--- src/rtl/bhc_pkg.sv ---
package bhc_pkg;

  typedef enum logic [2:0] {
    ST_IDLE,
    ST_WAIT,
    ST_TRI,
    ST_GRANT,
    ST_REDRV,
    ST_REL
  } bhc_state_e;

  function automatic int bhc_max(input int a, input int b);
    return (a > b) ? a : b;
  endfunction

endpackage

--- src/rtl/bhc_hold_sync.sv ---
module bhc_hold_sync #(
  parameter int STAGES = 2
) (
  input  logic clk,
  input  logic rst_n,
  input  logic hold_n_i,
  output logic req_o
);
  logic [STAGES-1:0] sh_q;

  always_ff @(posedge clk or negedge rst_n) begin
    if (!rst_n) sh_q <= '0;
    else        sh_q <= {sh_q[STAGES-2:0], ~hold_n_i};
  end

  assign req_o = sh_q[STAGES-1];
endmodule

--- src/rtl/bhc_phase_timer.sv ---
module bhc_phase_timer #(
  parameter int CW = 3
) (
  input  logic          clk,
  input  logic          rst_n,
  input  logic          clr_i,
  output logic [CW-1:0] cnt_o
);
  localparam logic [CW-1:0] CMAX = '1;

  always_ff @(posedge clk or negedge rst_n) begin
    if (!rst_n)             cnt_o <= '0;
    else if (clr_i)         cnt_o <= '0;
    else if (cnt_o != CMAX) cnt_o <= cnt_o + 1'b1;
  end
endmodule

--- src/rtl/bhc_hold_seq.sv ---
module bhc_hold_seq
  import bhc_pkg::*;
#(
  parameter int CW        = 3,
  parameter int WAIT_CYC  = 1,
  parameter int ACK_CYC   = 1,
  parameter int GRANT_CYC = 4,
  parameter int REDRV_CYC = 3,
  parameter int REL_CYC   = 1
) (
  input  logic          clk,
  input  logic          rst_n,
  input  logic          req_i,
  input  logic          nohold_i,
  input  logic          busy_i,
  input  logic [CW-1:0] cnt_i,
  output logic          clr_o,
  output logic          hold_pend_o,
  output logic          bus_oe_o,
  output logic          holda_n_o
);
  localparam logic [CW-1:0] LIM_W = CW'(WAIT_CYC - 1);
  localparam logic [CW-1:0] LIM_A = CW'(ACK_CYC - 1);
  localparam logic [CW-1:0] LIM_G = CW'(GRANT_CYC - 1);
  localparam logic [CW-1:0] LIM_D = CW'(REDRV_CYC - 1);
  localparam logic [CW-1:0] LIM_R = CW'(REL_CYC - 1);

  bhc_state_e st_q, st_d;

  always_comb begin
    st_d = st_q;
    unique case (st_q)
      ST_IDLE:  if (req_i && !nohold_i) st_d = ST_WAIT;
      ST_WAIT: begin
        if (!req_i || nohold_i)            st_d = ST_IDLE;
        else if (cnt_i >= LIM_W && !busy_i) st_d = ST_TRI;
      end
      ST_TRI:   if (cnt_i >= LIM_A)            st_d = ST_GRANT;
      ST_GRANT: if (cnt_i >= LIM_G && !req_i)  st_d = ST_REDRV;
      ST_REDRV: if (cnt_i >= LIM_D)            st_d = ST_REL;
      ST_REL:   if (cnt_i >= LIM_R)            st_d = ST_IDLE;
      default:                                 st_d = ST_IDLE;
    endcase
  end

  always_ff @(posedge clk or negedge rst_n) begin
    if (!rst_n) st_q <= ST_IDLE;
    else        st_q <= st_d;
  end

  assign clr_o       = (st_d != st_q);
  assign hold_pend_o = (st_q != ST_IDLE);
  assign bus_oe_o    = !(st_q == ST_TRI || st_q == ST_GRANT || st_q == ST_REDRV);
  assign holda_n_o   = !(st_q == ST_GRANT || st_q == ST_REDRV || st_q == ST_REL);

  // pending flag only rises after a synchronized request
  a_r2_pend_after_req: assert property (@(posedge clk) disable iff (!rst_n)
    $rose(hold_pend_o) |-> $past(req_i));
  // a running local transfer keeps the bus driven
  a_r3_busy_keeps_bus: assert property (@(posedge clk) disable iff (!rst_n)
    (st_q == ST_WAIT && busy_i) |=> bus_oe_o);
  // bus already floating on the cycle before acknowledge
  a_r4_float_first: assert property (@(posedge clk) disable iff (!rst_n)
    $fell(holda_n_o) |-> (!bus_oe_o && $past(!bus_oe_o)));
  // blocking keeps or sends the sequencer to idle
  a_r5_nohold_idle: assert property (@(posedge clk) disable iff (!rst_n)
    (nohold_i && (st_q == ST_IDLE || st_q == ST_WAIT)) |=> st_q == ST_IDLE);
  // granted phase lasts at least its minimum
  a_r7_grant_min: assert property (@(posedge clk) disable iff (!rst_n)
    (st_q == ST_GRANT && cnt_i < LIM_G) |=> !holda_n_o && !bus_oe_o);
  // drivers back on before acknowledge rises
  a_r9_drive_first: assert property (@(posedge clk) disable iff (!rst_n)
    $rose(holda_n_o) |-> (bus_oe_o && $past(bus_oe_o)));
  // pending flag covers the granted interval
  a_r10_pend_cover: assert property (@(posedge clk) disable iff (!rst_n)
    !holda_n_o |-> hold_pend_o);
endmodule

--- src/rtl/bus_hold_ctrl.sv ---
module bus_hold_ctrl
  import bhc_pkg::*;
#(
  parameter int SYNC_STAGES = 2,
  parameter int WAIT_CYC    = 1,
  parameter int ACK_CYC     = 1,
  parameter int GRANT_CYC   = 4,
  parameter int REDRV_CYC   = 3,
  parameter int REL_CYC     = 1
) (
  input  logic clk,
  input  logic rst_n,
  input  logic hold_n_i,
  input  logic nohold_i,
  input  logic busy_i,
  output logic hold_pend_o,
  output logic bus_oe_o,
  output logic holda_n_o
);
  localparam int MAXC = bhc_max(bhc_max(bhc_max(WAIT_CYC, ACK_CYC),
                                        bhc_max(GRANT_CYC, REDRV_CYC)), REL_CYC);
  localparam int CW   = $clog2(MAXC + 1);

  logic          req;
  logic          clr;
  logic [CW-1:0] cnt;

  bhc_hold_sync #(.STAGES(SYNC_STAGES)) u_sync (
    .clk(clk), .rst_n(rst_n), .hold_n_i(hold_n_i), .req_o(req)
  );

  bhc_phase_timer #(.CW(CW)) u_tmr (
    .clk(clk), .rst_n(rst_n), .clr_i(clr), .cnt_o(cnt)
  );

  bhc_hold_seq #(
    .CW(CW), .WAIT_CYC(WAIT_CYC), .ACK_CYC(ACK_CYC), .GRANT_CYC(GRANT_CYC),
    .REDRV_CYC(REDRV_CYC), .REL_CYC(REL_CYC)
  ) u_seq (
    .clk(clk), .rst_n(rst_n), .req_i(req), .nohold_i(nohold_i), .busy_i(busy_i),
    .cnt_i(cnt), .clr_o(clr), .hold_pend_o(hold_pend_o), .bus_oe_o(bus_oe_o),
    .holda_n_o(holda_n_o)
  );

  // reset leaves the bus with the local side
  a_r1_reset_state: assert property (@(posedge clk)
    !rst_n |=> (holda_n_o && bus_oe_o && !hold_pend_o));
endmodule

--- config.mk ---
export PLATFORM = sky130hd
export DESIGN_NAME = bus_hold_ctrl
export DESIGN_NICKNAME = d
export VERILOG_FILES = /design/src/rtl/bhc_pkg.sv /design/src/rtl/bhc_hold_sync.sv /design/src/rtl/bhc_phase_timer.sv /design/src/rtl/bhc_hold_seq.sv /design/src/rtl/bus_hold_ctrl.sv
export SDC_FILE = /design/constraint.sdc
export NUM_CORES = 1
export LEC_CHECK = 0
export ABC_CLOCK_PERIOD_IN_PS = 2300
export BUFFER_PORTS_ARGS = -buffer_cell sky130_fd_sc_hd__clkbuf_2
export CAP_MARGIN = 40
export CORE_AREA = 3 3 40 42
export CTS_CLUSTER_SIZE = 10
export DETAILED_ROUTE_END_ITERATION = 10
export DIE_AREA = 0 0 43 45
export GPL_TIMING_DRIVEN = 0
export PLACE_DENSITY = 0.57
export SYNTH_ARGS = -nofsm -noshare
export SYNTH_HDL_FRONTEND = slang
export SYNTH_SLANG_ARGS = --single-unit
--- constraint.sdc ---
create_clock -name clk -period 2.3 [get_ports clk]
set_clock_uncertainty 0.15 [all_clocks]
set_input_delay 0.345 -clock clk [delete_from_list [all_inputs] [get_ports clk]]
set_output_delay 0.345 -clock clk [all_outputs]
set_load 0.05 [all_outputs]
==> parameters.txt, run 1 <==
Parameter                              Value

Global routing
  Vias in the first global route ... 323
  Total congestion overflow after global routing ... 0
  Total track usage ... 9.612%
  Pin count of the biggest net entering global routing ... 11
  Global-route wire length before repair ... 1345 um
  Initial antenna violation count ... 0

Critical path
  Worst-path maximum fanout ... 10
  Worst path arrival time ... 1450 ps
  CP Capture Type ... primary output
  WS Path Type ... flip-flop to primary output
  Startpoint type of the worst setup path ... flip-flop
  Required time at the worst-slack endpoint ... 1800 ps
  FF-to-FF path depth ... 5

Logic synthesis
  Mapped Cells ... 47
  Yosys top cell area share ... 42.67%
  Top cells by instance count after synthesis ... sky130_fd_sc_hd__dfrtp_1, sky130_fd_sc_hd__a21oi_1, sky130_fd_sc_hd__ha_1, sky130_fd_sc_hd__nor2_1
  Number of enable-type register cells in the synthesized netlist ... 0
  Distinct cell type count of the synthesized netlist ... 23
  Cell with the most instances after synthesis ... sky130_fd_sc_hd__dfrtp_1
  Warning count from the yosys run ... 0
  Share of synthesized area occupied by flip-flops and latches ... 42.67%
  Net count after synthesis ... 56
  Post-synthesis instance area ... 469.2 um^2
  Synthesized flop and latch total ... 8
  Avg Inst Size Synth ... 9.983 um^2
  Most area-consuming cells after synthesis ... sky130_fd_sc_hd__dfrtp_1, sky130_fd_sc_hd__ha_1, sky130_fd_sc_hd__a21oi_1
  Async set-reset flop share out of synthesis ... 100.0%
  Area leader, netlist ... sky130_fd_sc_hd__dfrtp_1
  Most frequently used flop master after synthesis ... sky130_fd_sc_hd__dfrtp_1

Clock tree
  Deepest clock path buffer count ... 2
  Clk pin slew, worst setup/hold paths ... 50 ps
  Clock root buffer ... sky130_fd_sc_hd__clkbuf_4
  Clk sink count ... 8
  Worst-skew pair later-pin latency ... 240 ps
  Cts bufs inserted ... 3
  CTS tree ... built
  PostCTS Resize Cnt ... 0
  CTS HTree Levels ... 1

Pwr
  Static leakage ... 0.0002630 uW
  Power Density ... 1179 mW/mm^2
  VDD IR-drop max ... 0.3763 mV

Placement
  Final weighted congestion of routability-driven global placement ... 0.7179
  Placement-stage worst setup slack ... 382.8 ps
  Input/output buffers ... 7
  Detailed Place HPWL ... 674.4 um

Min path
  Path class of the lowest-slack min-delay path ... input pin to flip-flop
  Worst hold path cell count ... 2

Job
  Max_cap viols ... 0

Drt
  Final routed wire length divided by cell count ... 11.52 um
  Total detailed-routing wirelength ... 841 um
  Residual antenna-violating net count after detailed routing ... 0
  Remaining routing DRC violations ... 0
  Total number of vias ... 384
  Via density per instance ... 5.260
  Initial drt markers ... 6
  Pre-Repair DR Iteration Count ... 4

Floorplanning
  Vertical extent of the die ... 45 um
  Floorplan die area ... 0.001935 mm^2
  Core region area ... 0.001285 mm^2
  Effective utilization at floorplan ... 36.51%
  IO Pins ... 8
  Die W ... 43 um
  Total number of placement rows ... 13

Timing
  Rel. slew slack ... 70.23%
  Total Negative Setup Slacks ... 0 ps
  Slack of the critical path ... 359.2 ps
  Total setup violations reported at the end of the flow ... 0
  Max-slew violation count ... 0
  Worst Max-Slew Pin Slew ... 443.9 ps
  RSZ-0062 raised after global routing ... false
  Tcrit/Tclk final ... 84.38%
  Post-layout min period ... 1941 ps
  Hold violation count in the final report ... 0
  Final-layout worst hold slack ... 91.35 ps
  F_max ... 515.3 MHz

Cells and area
  Nets@finish ... 69
  Fraction of layout instances using a drive strength above 1 ... 22.41%
  Antenna Cells ... 0
  Post-synthesis to final-layout area growth ... 18.40%

Status
  Result of the run ... completed
[cell type report]
cell class | count | area, um^2
buffer | 1 | 5.005
clock buffer | 3 | 22.52
fill | 136 | 729.5
inverter | 3 | 11.26
multi-input combinational | 35 | 252.7
sequential | 8 | 200.2
tap | 15 | 18.77
timing repair buffer | 8 | 45.04
[cell families (layout without fill, tap and decap cells)]
logic type,Yosys count,count (layout),share of synthesized area [%]
compound gates,15,15,20.00
simple gates,15,15,21.33
flops,8,8,42.67
fa+ha+maj,4,4,10.67
buf+inv,4,15,3.465
xor+xnor,1,1,1.867
[report_power, final]
part | switching [uW] | internal (uW) | leakage (uW) | total (uW)
clock network | 39.3 | 59.1 | 0.0000138 | 98.4
logic | 222 | 102 | 0.000148 | 324
registers | 54.4 | 179 | 0.000101 | 233
total | 315 | 340 | 0.000263 | 655
[routing by layer]
| layer | global-route usage (%) | routed length [um] | vias to the layer above |
|---|---|---|---|
| li1 | - | - | 196 |
| met1 | 12.50 | 397 | 178 |
| met2 | 14.37 | 395 | 10 |
| met3 | 2.789 | 48 | 0 |
| met4 | 5.422 | 0 | 0 |
| met5 | 0 | 0 | - |
[worst max-delay path, cell delays in order, from the launching register on]
cell,delay (ps)
sky130_fd_sc_hd__dfrtp_1,350
sky130_fd_sc_hd__buf_2,160
sky130_fd_sc_hd__or3_2,450
sky130_fd_sc_hd__clkbuf_2,240
[flip-flops by register name, indices dropped and copies added, names as in the netlist]
name,flops
u_seq.st_q,3
u_sync.sh_q,2
u_tmr.cnt_o,3
[stage by stage]
| stage | utilization (%) | instance area, um^2 | power, uW | std cells |
|---|---|---|---|---|
| 6_report | 43.23 | 555.5 | 655.2 | 73 |
| 5_1_grt | 43.23 | 555.5 | 700.1 | 73 |
| 4_1_cts | 43.23 | 555.5 | 664.0 | 73 |
| 3_5_place_dp | 40.70 | 523.0 | 558.3 | 69 |
| 3_3_place_gp | 40.70 | 523.0 | 553.8 | 69 |
| 2_1_floorplan | - | 469.2 | 478.3 | 47 |
[path summary, 6_finish.rpt]
kind	end	start	slack, ps
max	hold_pend_o	u_seq.st_q[2]	360
min	u_sync.sh_q[0]	hold_n_i	90
max reg2reg	u_tmr.cnt_o[1]	u_tmr.cnt_o[0]	390
min reg2reg	u_sync.sh_q[1]	u_sync.sh_q[0]	200
max in group asynchronous	u_tmr.cnt_o[1]	rst_n	1510
min in group asynchronous	u_seq.st_q[2]	rst_n	330
[timing repair]
action | 4_1_cts | 5_1_grt
endpoints found under the hold margin | 8 | 0
buffers inserted | 0 | 0
endpoints found under the setup margin | 0 | 0
hold buffers | 1 | 0
[placed cells by master (no fill, tap or decap), types with 2 or more instances in the layout]
cell | netlist | routed
sky130_fd_sc_hd__a21oi_1 | 5 | 5
sky130_fd_sc_hd__a31oi_1 | 3 | 3
sky130_fd_sc_hd__clkbuf_2 | 0 | 7
sky130_fd_sc_hd__clkbuf_4 | 0 | 3
sky130_fd_sc_hd__dfrtp_1 | 8 | 8
sky130_fd_sc_hd__ha_1 | 4 | 4
sky130_fd_sc_hd__inv_1 | 3 | 3
sky130_fd_sc_hd__nand2b_1 | 2 | 2
sky130_fd_sc_hd__nor2_1 | 4 | 4
sky130_fd_sc_hd__nor2b_1 | 2 | 2
sky130_fd_sc_hd__o21ai_0 | 2 | 2
No activity file was read; power rests on OpenSTA's default activity.
==> run 2: changes to the inputs <==
--- a/config.mk
+++ b/config.mk
@@ -5,7 +5,7 @@
 export SDC_FILE = /design/constraint.sdc
 export NUM_CORES = 1
 export LEC_CHECK = 0
-export ABC_CLOCK_PERIOD_IN_PS = 2300
+export ABC_CLOCK_PERIOD_IN_PS = 1800
 export BUFFER_PORTS_ARGS = -buffer_cell sky130_fd_sc_hd__clkbuf_2
 export CAP_MARGIN = 40
 export CORE_AREA = 3 3 40 42
==> constraint.sdc (replaced) <==
create_clock -name clk -period 1.8 [get_ports clk]
set_clock_uncertainty 0.15 [all_clocks]
set_input_delay 0.27 -clock clk [delete_from_list [all_inputs] [get_ports clk]]
set_output_delay 0.27 -clock clk [all_outputs]
set_load 0.05 [all_outputs]
==> run 2 against run 1 <==
  * Die area is the same
  * First-iteration DRC count up 67%
  * Final area grew 16%
  * Critical path depth up 3
  * Register-to-register slack got worse by 310 ps
  * Sequential share of layout area decreased by 4.3 points
  * Critical path type is now flip-flop to flip-flop
  * Largest power group unchanged
==> parameters.txt, run 2 (synthesis gave the netlist of run 1 again) <==
Parameter                              Value

Critical path
  Cell chain of the critical path ... ha_1, ha_1, a211oi_4, buf_4, nor2_1, a22o_1 (was buf_2, or3_2, clkbuf_2)
  Stage delay of the slowest cell on the critical path ... 440 ps (was 450 ps)
  Worst-path maximum fanout ... 4 (was 10)
  WS Path Type ... flip-flop to flip-flop (was flip-flop to primary output)
  Worst path arrival time ... 1710 ps (was 1450 ps)
  R2r setup slk ... 80 ps (was 390 ps)
  Startpoint type of the worst setup path ... flip-flop (unchanged)
  FF-to-FF path depth ... 6 (was 5)
  CP Capture Type ... flip-flop (was primary output)
  CP max stage cell ... sky130_fd_sc_hd__dfrtp_2 (was sky130_fd_sc_hd__or3_2)
  Most numerous cell on the critical path ... sky130_fd_sc_hd__ha_1
  Required time at the worst-slack endpoint ... 1790 ps (was 1800 ps)

Cells and area
  Count of non-filler cells in the finished layout ... 77 (was 73)
  Fraction of layout instances using a drive strength above 1 ... 37.10% (was 22.41%)
  Largest registers ranked by flip-flop count ... u_seq.st_q: 3 flops, u_tmr.cnt_o: 3 flops, u_sync.sh_q: 2 flops (unchanged)
  Most common library cell in the layout ignoring fill and taps ... sky130_fd_sc_hd__clkbuf_2 (was sky130_fd_sc_hd__dfrtp_1)
  Antenna Cells ... 0 (unchanged)
  Share of the core filled with cells ... 50.24% (was 43.23%)
  Post-synthesis to final-layout area growth ... 37.60% (was 18.40%)
  Nets@finish ... 73 (was 69)
  Post-layout instance area ... 645.6 um^2 (was 555.5 um^2)

Clock tree
  CTS tree ... built (unchanged)
  CTS HTree Levels ... 1 (unchanged)
  Clk pin slew, worst setup/hold paths ... 50 ps (about the same)
  Worst-skew pair later-pin latency ... 250 ps (was 240 ps)
  Deepest clock path buffer count ... 2 (unchanged)
  Cts bufs inserted ... 3 (unchanged)
  Clock root buffer ... sky130_fd_sc_hd__clkbuf_4 (unchanged)
  Clk sink count ... 8 (unchanged)

Timing
  Rel. slew slack ... 76.93% (was 70.23%)
  Hold violation count in the final report ... 0 (unchanged)
  Post-layout min period ... 1720 ps
  F_max ... 581.2 MHz
  Max-slew violation count ... 0 (unchanged)
  Worst Max-Slew Pin Slew ... 343.0 ps (was 443.9 ps)
  RSZ-0062 raised after global routing ... false (unchanged)
  Tcrit/Tclk final ... 95.58%
  Total setup violations reported at the end of the flow ... 0 (unchanged)

Job
  Max_cap viols ... 0 (unchanged)

Min path
  Path class of the lowest-slack min-delay path ... input pin to flip-flop (unchanged)
  Worst hold path cell count ... 3 (was 2)

Global routing
  Vias in the first global route ... 443 (was 323)
  Met2 layer usage reported by global route ... 21.26% (was 14.37%)
  Initial antenna violation count ... 0 (unchanged)
  Total congestion overflow after global routing ... 0 (unchanged)
  Busiest metal layer after global routing ... met2 (unchanged)
  Total track usage ... 12.71% (was 9.612%)
  Pin count of the biggest net entering global routing ... 9 (was 11)
  Global routing met1 resource utilization ... 14.68% (was 12.50%)
  Global-route wire length before repair ... 1814 um (was 1345 um)
  Met3 track demand over resource in global routing ... 2.390% (was 2.789%)

Drt
  Initial drt markers ... 10 (was 6)
  Remaining routing DRC violations ... 0 (unchanged)
  Pre-Repair DR Iteration Count ... 4 (unchanged)
  Via density per instance ... 5.247 (was 5.260)
  Total detailed-routing wirelength ... 994 um (was 841 um)
  Final routed wire length divided by cell count ... 12.91 um (was 11.52 um)
  Residual antenna-violating net count after detailed routing ... 0 (unchanged)
  Total number of vias ... 404 (was 384)

Floorplanning
  Die W ... 43 um (unchanged)
  Core region area ... 0.001285 mm^2 (unchanged)
  Vertical extent of the die ... 45 um (unchanged)
  Effective utilization at floorplan ... 36.51% (unchanged)
  Floorplan die area ... 0.001935 mm^2 (unchanged)
  Total number of placement rows ... 13 (unchanged)
  IO Pins ... 8 (unchanged)

Placement
  Instance area at placement ... 526.8 um^2 (was 523.0 um^2)
  Detailed Place HPWL ... 653.2 um (was 674.4 um)
  Cell total after placement ... 69 (unchanged)
  Final weighted congestion of routability-driven global placement ... 0.8119 (was 0.7179)
  Input/output buffers ... 7 (unchanged)

Pwr
  VDD IR-drop max ... 0.6256 mV (was 0.3763 mV)
  Power Density ... 1559 mW/mm^2 (was 1179 mW/mm^2)
  Static leakage ... 0.0002958 uW (was 0.0002630 uW)

Status
  Result of the run ... completed (unchanged)
-- run 2: area by class of cell --
class | instances | area (um^2)
clock buffers | 3 | 22.52
flip-flops and latches | 8 | 205.2
inverters | 3 | 11.26
repair buffers | 13 | 107.6
well taps | 15 | 18.77
multi-input cells | 35 | 280.3
fillers | 122 | 639.4
-- run 2: stage by stage --
step	total power (uW)	TNS, ps	hold slack [ps]	setup WS, ps
CTS	945.9	0	144.4	12.40
floorplan	618.9	0	-175.6	11.10
global placement	711.9	-188.0	-26.29	-70.45
global route	1078	0	174.8	16.77
detailed placement	713.2	-184.3	-26.42	-70.19
finish	1007	0	148.7	79.56
-- run 2: power breakdown --
group          switching, uW  internal, uW  total (uW)
sequential              80.0           234         314
combinational            308           250         558
clock                   58.3          76.1         134
total                    446           561        1010
-- run 2: timing repair --
action,4_1_cts,5_1_grt
endpoints found under the hold margin,9,0
pin swaps,0,2
endpoints found under the setup margin,7,7
buffers inserted,3,1
resized for setup,7,7
hold buffers,2,0
-- run 2: path summary, 6_finish.rpt --
kind	start	to
setup / recovery	u_tmr.cnt_o[0]	u_seq.st_q[2]
hold / removal	busy_i	u_seq.st_q[1]
setup reg to reg	u_tmr.cnt_o[0]	u_seq.st_q[2]
hold reg to reg	u_sync.sh_q[0]	u_sync.sh_q[1]
max in group asynchronous	rst_n	u_tmr.cnt_o[1]
min in group asynchronous	rst_n	u_seq.st_q[1]
-- run 2: layer usage --
| metal | up-vias | share of wire (%) |
|---|---|---|
| met5 | - | 0 |
| met4 | 0 | 0 |
| met3 | 0 | 3.4 |
| met2 | 6 | 55 |
| met1 | 191 | 42 |
| li1 | 207 | - |
-- run 2: critical path: cells and delay by family (launching register included) --
kind                     cells  cell delay (ps)
buffers and inverters        1              160
adder cells (fa/ha/maj)      2              440
AO/OA/AOI/OAI                2              400
flip-flops                   1              440
AND/OR/NAND/NOR              1               30
==> run 3: changes to the inputs <==
--- a/config.mk
+++ b/config.mk
@@ -14,6 +14,7 @@
 export DIE_AREA = 0 0 43 45
 export GPL_TIMING_DRIVEN = 0
 export PLACE_DENSITY = 0.57
+export REMOVE_ABC_BUFFERS = 1
 export SYNTH_ARGS = -nofsm -noshare
 export SYNTH_HDL_FRONTEND = slang
 export SYNTH_SLANG_ARGS = --single-unit
==> run 3 against run 2 <==
  * Power is 5.6% lower
  * Maximum frequency is 3.3% lower
  * Final area is 3.3% lower
  * Critical path type is now flip-flop to primary output
  * Sequential share of layout area is 1.1 points higher
==> parameters.txt, run 3 (synthesis gave the netlist of run 1 again) <==
Parameter                              Value

Status
  Result of the run ... completed (unchanged)

Drt
  Initial drt markers ... 13 (was 10)
  Total number of vias ... 414 (was 404)
  Via density per instance ... 5.377 (was 5.247)
  Pre-Repair DR Iteration Count ... 4 (unchanged)
  Residual antenna-violating net count after detailed routing ... 0 (unchanged)
  Total detailed-routing wirelength ... 866 um (was 994 um)
  Remaining routing DRC violations ... 0 (unchanged)
  Final routed wire length divided by cell count ... 11.25 um (was 12.91 um)

Job
  Max_cap viols ... 0 (unchanged)

Pwr
  Static leakage ... 0.0002822 uW (was 0.0002958 uW)
  Power Density ... 1522 mW/mm^2 (was 1559 mW/mm^2)
  VDD IR-drop max ... 0.6928 mV (was 0.6256 mV)
  Overall power consumption ... 950.3 uW (was 1007 uW)

Global routing
  Total track usage ... 8.600% (was 12.71%)
  Vias in the first global route ... 322 (was 443)
  Initial antenna violation count ... 0 (unchanged)
  Global-route wire length before repair ... 1255 um (was 1814 um)
  Pin count of the biggest net entering global routing ... 11 (was 9)
  Total congestion overflow after global routing ... 0 (unchanged)

Timing
  Rel. slew slack ... 80.39% (was 76.93%)
  Worst Max-Slew Pin Slew ... 291.7 ps (was 343.0 ps)
  Total Negative Setup Slacks ... 0 ps (unchanged)
  Max-slew violation count ... 0 (unchanged)
  Hold violation count in the final report ... 0 (unchanged)
  Slack of the critical path ... 21.76 ps (was 79.56 ps)
  Final-layout worst hold slack ... 16.03 ps (was 148.7 ps)
  Post-layout min period ... 1778 ps (was 1720 ps)
  Total setup violations reported at the end of the flow ... 0 (unchanged)
  Tcrit/Tclk final ... 98.79% (was 95.58%)
  F_max ... 562.4 MHz (was 581.2 MHz)

Placement
  Placement-stage worst setup slack ... -109.7 ps (was -70.19 ps)
  Input/output buffers ... 7 (unchanged)
  Cell total after placement ... 68 (was 69)
  Detailed Place HPWL ... 626.4 um (was 653.2 um)
  Final weighted congestion of routability-driven global placement ... 0.6861 (was 0.8119)

Cells and area
  Antenna Cells ... 0 (unchanged)
  Nets@finish ... 73 (unchanged)
  Largest registers ranked by flip-flop count ... u_seq.st_q: 3 flops, u_tmr.cnt_o: 3 flops, u_sync.sh_q: 2 flops (unchanged)
  Most frequent cells in the layout ... sky130_fd_sc_hd__a21oi_1, sky130_fd_sc_hd__clkbuf_2, sky130_fd_sc_hd__buf_4
  Fraction of layout instances using a drive strength above 1 ... 40.32% (was 37.10%)
  Post-synthesis to final-layout area growth ... 33.07% (was 37.60%)
  Count of non-filler cells in the finished layout ... 77 (unchanged)

Critical path
  Worst-path maximum fanout ... 6 (was 4)
  Required time at the worst-slack endpoint ... 1380 ps (was 1790 ps)
  Startpoint type of the worst setup path ... flip-flop (unchanged)
  WS Path Type ... flip-flop to primary output (was flip-flop to flip-flop)
  R2r setup slk ... 70 ps (was 80 ps)
  Worst path arrival time ... 1360 ps (was 1710 ps)
  CP Capture Type ... primary output (was flip-flop)

Clock tree
  Clock root buffer ... sky130_fd_sc_hd__clkbuf_4 (unchanged)
  Clk pin slew, worst setup/hold paths ... 50 ps (about the same)
  CTS HTree Levels ... 1 (unchanged)
  Worst-skew pair later-pin latency ... 240 ps (was 250 ps)
  Clk sink count ... 8 (unchanged)
  CTS tree ... built (unchanged)
  Deepest clock path buffer count ... 2 (unchanged)
  Cts bufs inserted ... 3 (unchanged)

Floorplanning
  Core region area ... 0.001285 mm^2 (unchanged)
  Floorplan die area ... 0.001935 mm^2 (unchanged)
  IO Pins ... 8 (unchanged)
  Total number of placement rows ... 13 (unchanged)
  Vertical extent of the die ... 45 um (unchanged)
  Effective utilization at floorplan ... 36.51% (unchanged)
  Die W ... 43 um (unchanged)

Min path
  Path class of the lowest-slack min-delay path ... input pin to flip-flop (unchanged)
[run 3: repair_timing]
action / in CTS / in global routing
endpoints found under the setup margin: 6 / 5
cloned: 0 / 0
setup buffers: 0 / 5
gates resized for setup: 4 / 9
hold buffers: 1 / 0
endpoints found under the hold margin: 8 / 0
pin swaps: 1 / 4
[run 3: layer usage]
layer	routed length [um]	track usage, %	part of all wire, %
met3	50	1.195	5.8
met2	401	12.28	46
met5	0	0	0
met1	414	12.25	48
met4	0	5.422	0
[run 3: final cells by class]
| type | instances | area, um^2 |
|---|---|---|
| fill | 128 | 660.6 |
| multi-input combinational | 35 | 272.8 |
| sequential | 8 | 205.2 |
| timing repair buffer | 13 | 93.84 |
| clock buffer | 3 | 22.52 |
| tap | 15 | 18.77 |
| inverter | 3 | 11.26 |
[run 3: worst paths after layout]
| path | from | end | depth (start not counted) |
|---|---|---|---|
| min | hold_n_i | u_sync.sh_q[0] | 2 |
| min reg2reg | u_sync.sh_q[0] | u_sync.sh_q[1] | 0 |
| min in group asynchronous | rst_n | u_tmr.cnt_o[2] | 2 |
| max | u_seq.st_q[0] | hold_pend_o | 2 |
| max reg2reg | u_tmr.cnt_o[1] | u_seq.st_q[2] | 6 |
| max in group asynchronous | rst_n | u_seq.st_q[0] | 2 |
[run 3: worst max-delay path, stage by stage (launching register included)]
cell,delay (ps)
sky130_fd_sc_hd__dfrtp_2,430
sky130_fd_sc_hd__or3_2,500
sky130_fd_sc_hd__clkbuf_8,190
[run 3: power by group]
part	internal, uW	switching, uW
clock network	75.4	47.5
logic	217	305
registers	234	71.4
[run 3: stage by stage]
stage	cell area, um^2	util (%)
detailed placement	518.0	40.31
global route	624.3	48.59
global placement	518.0	40.31
CTS	565.5	44.01
floorplan	464.2	-
finish	624.3	48.59
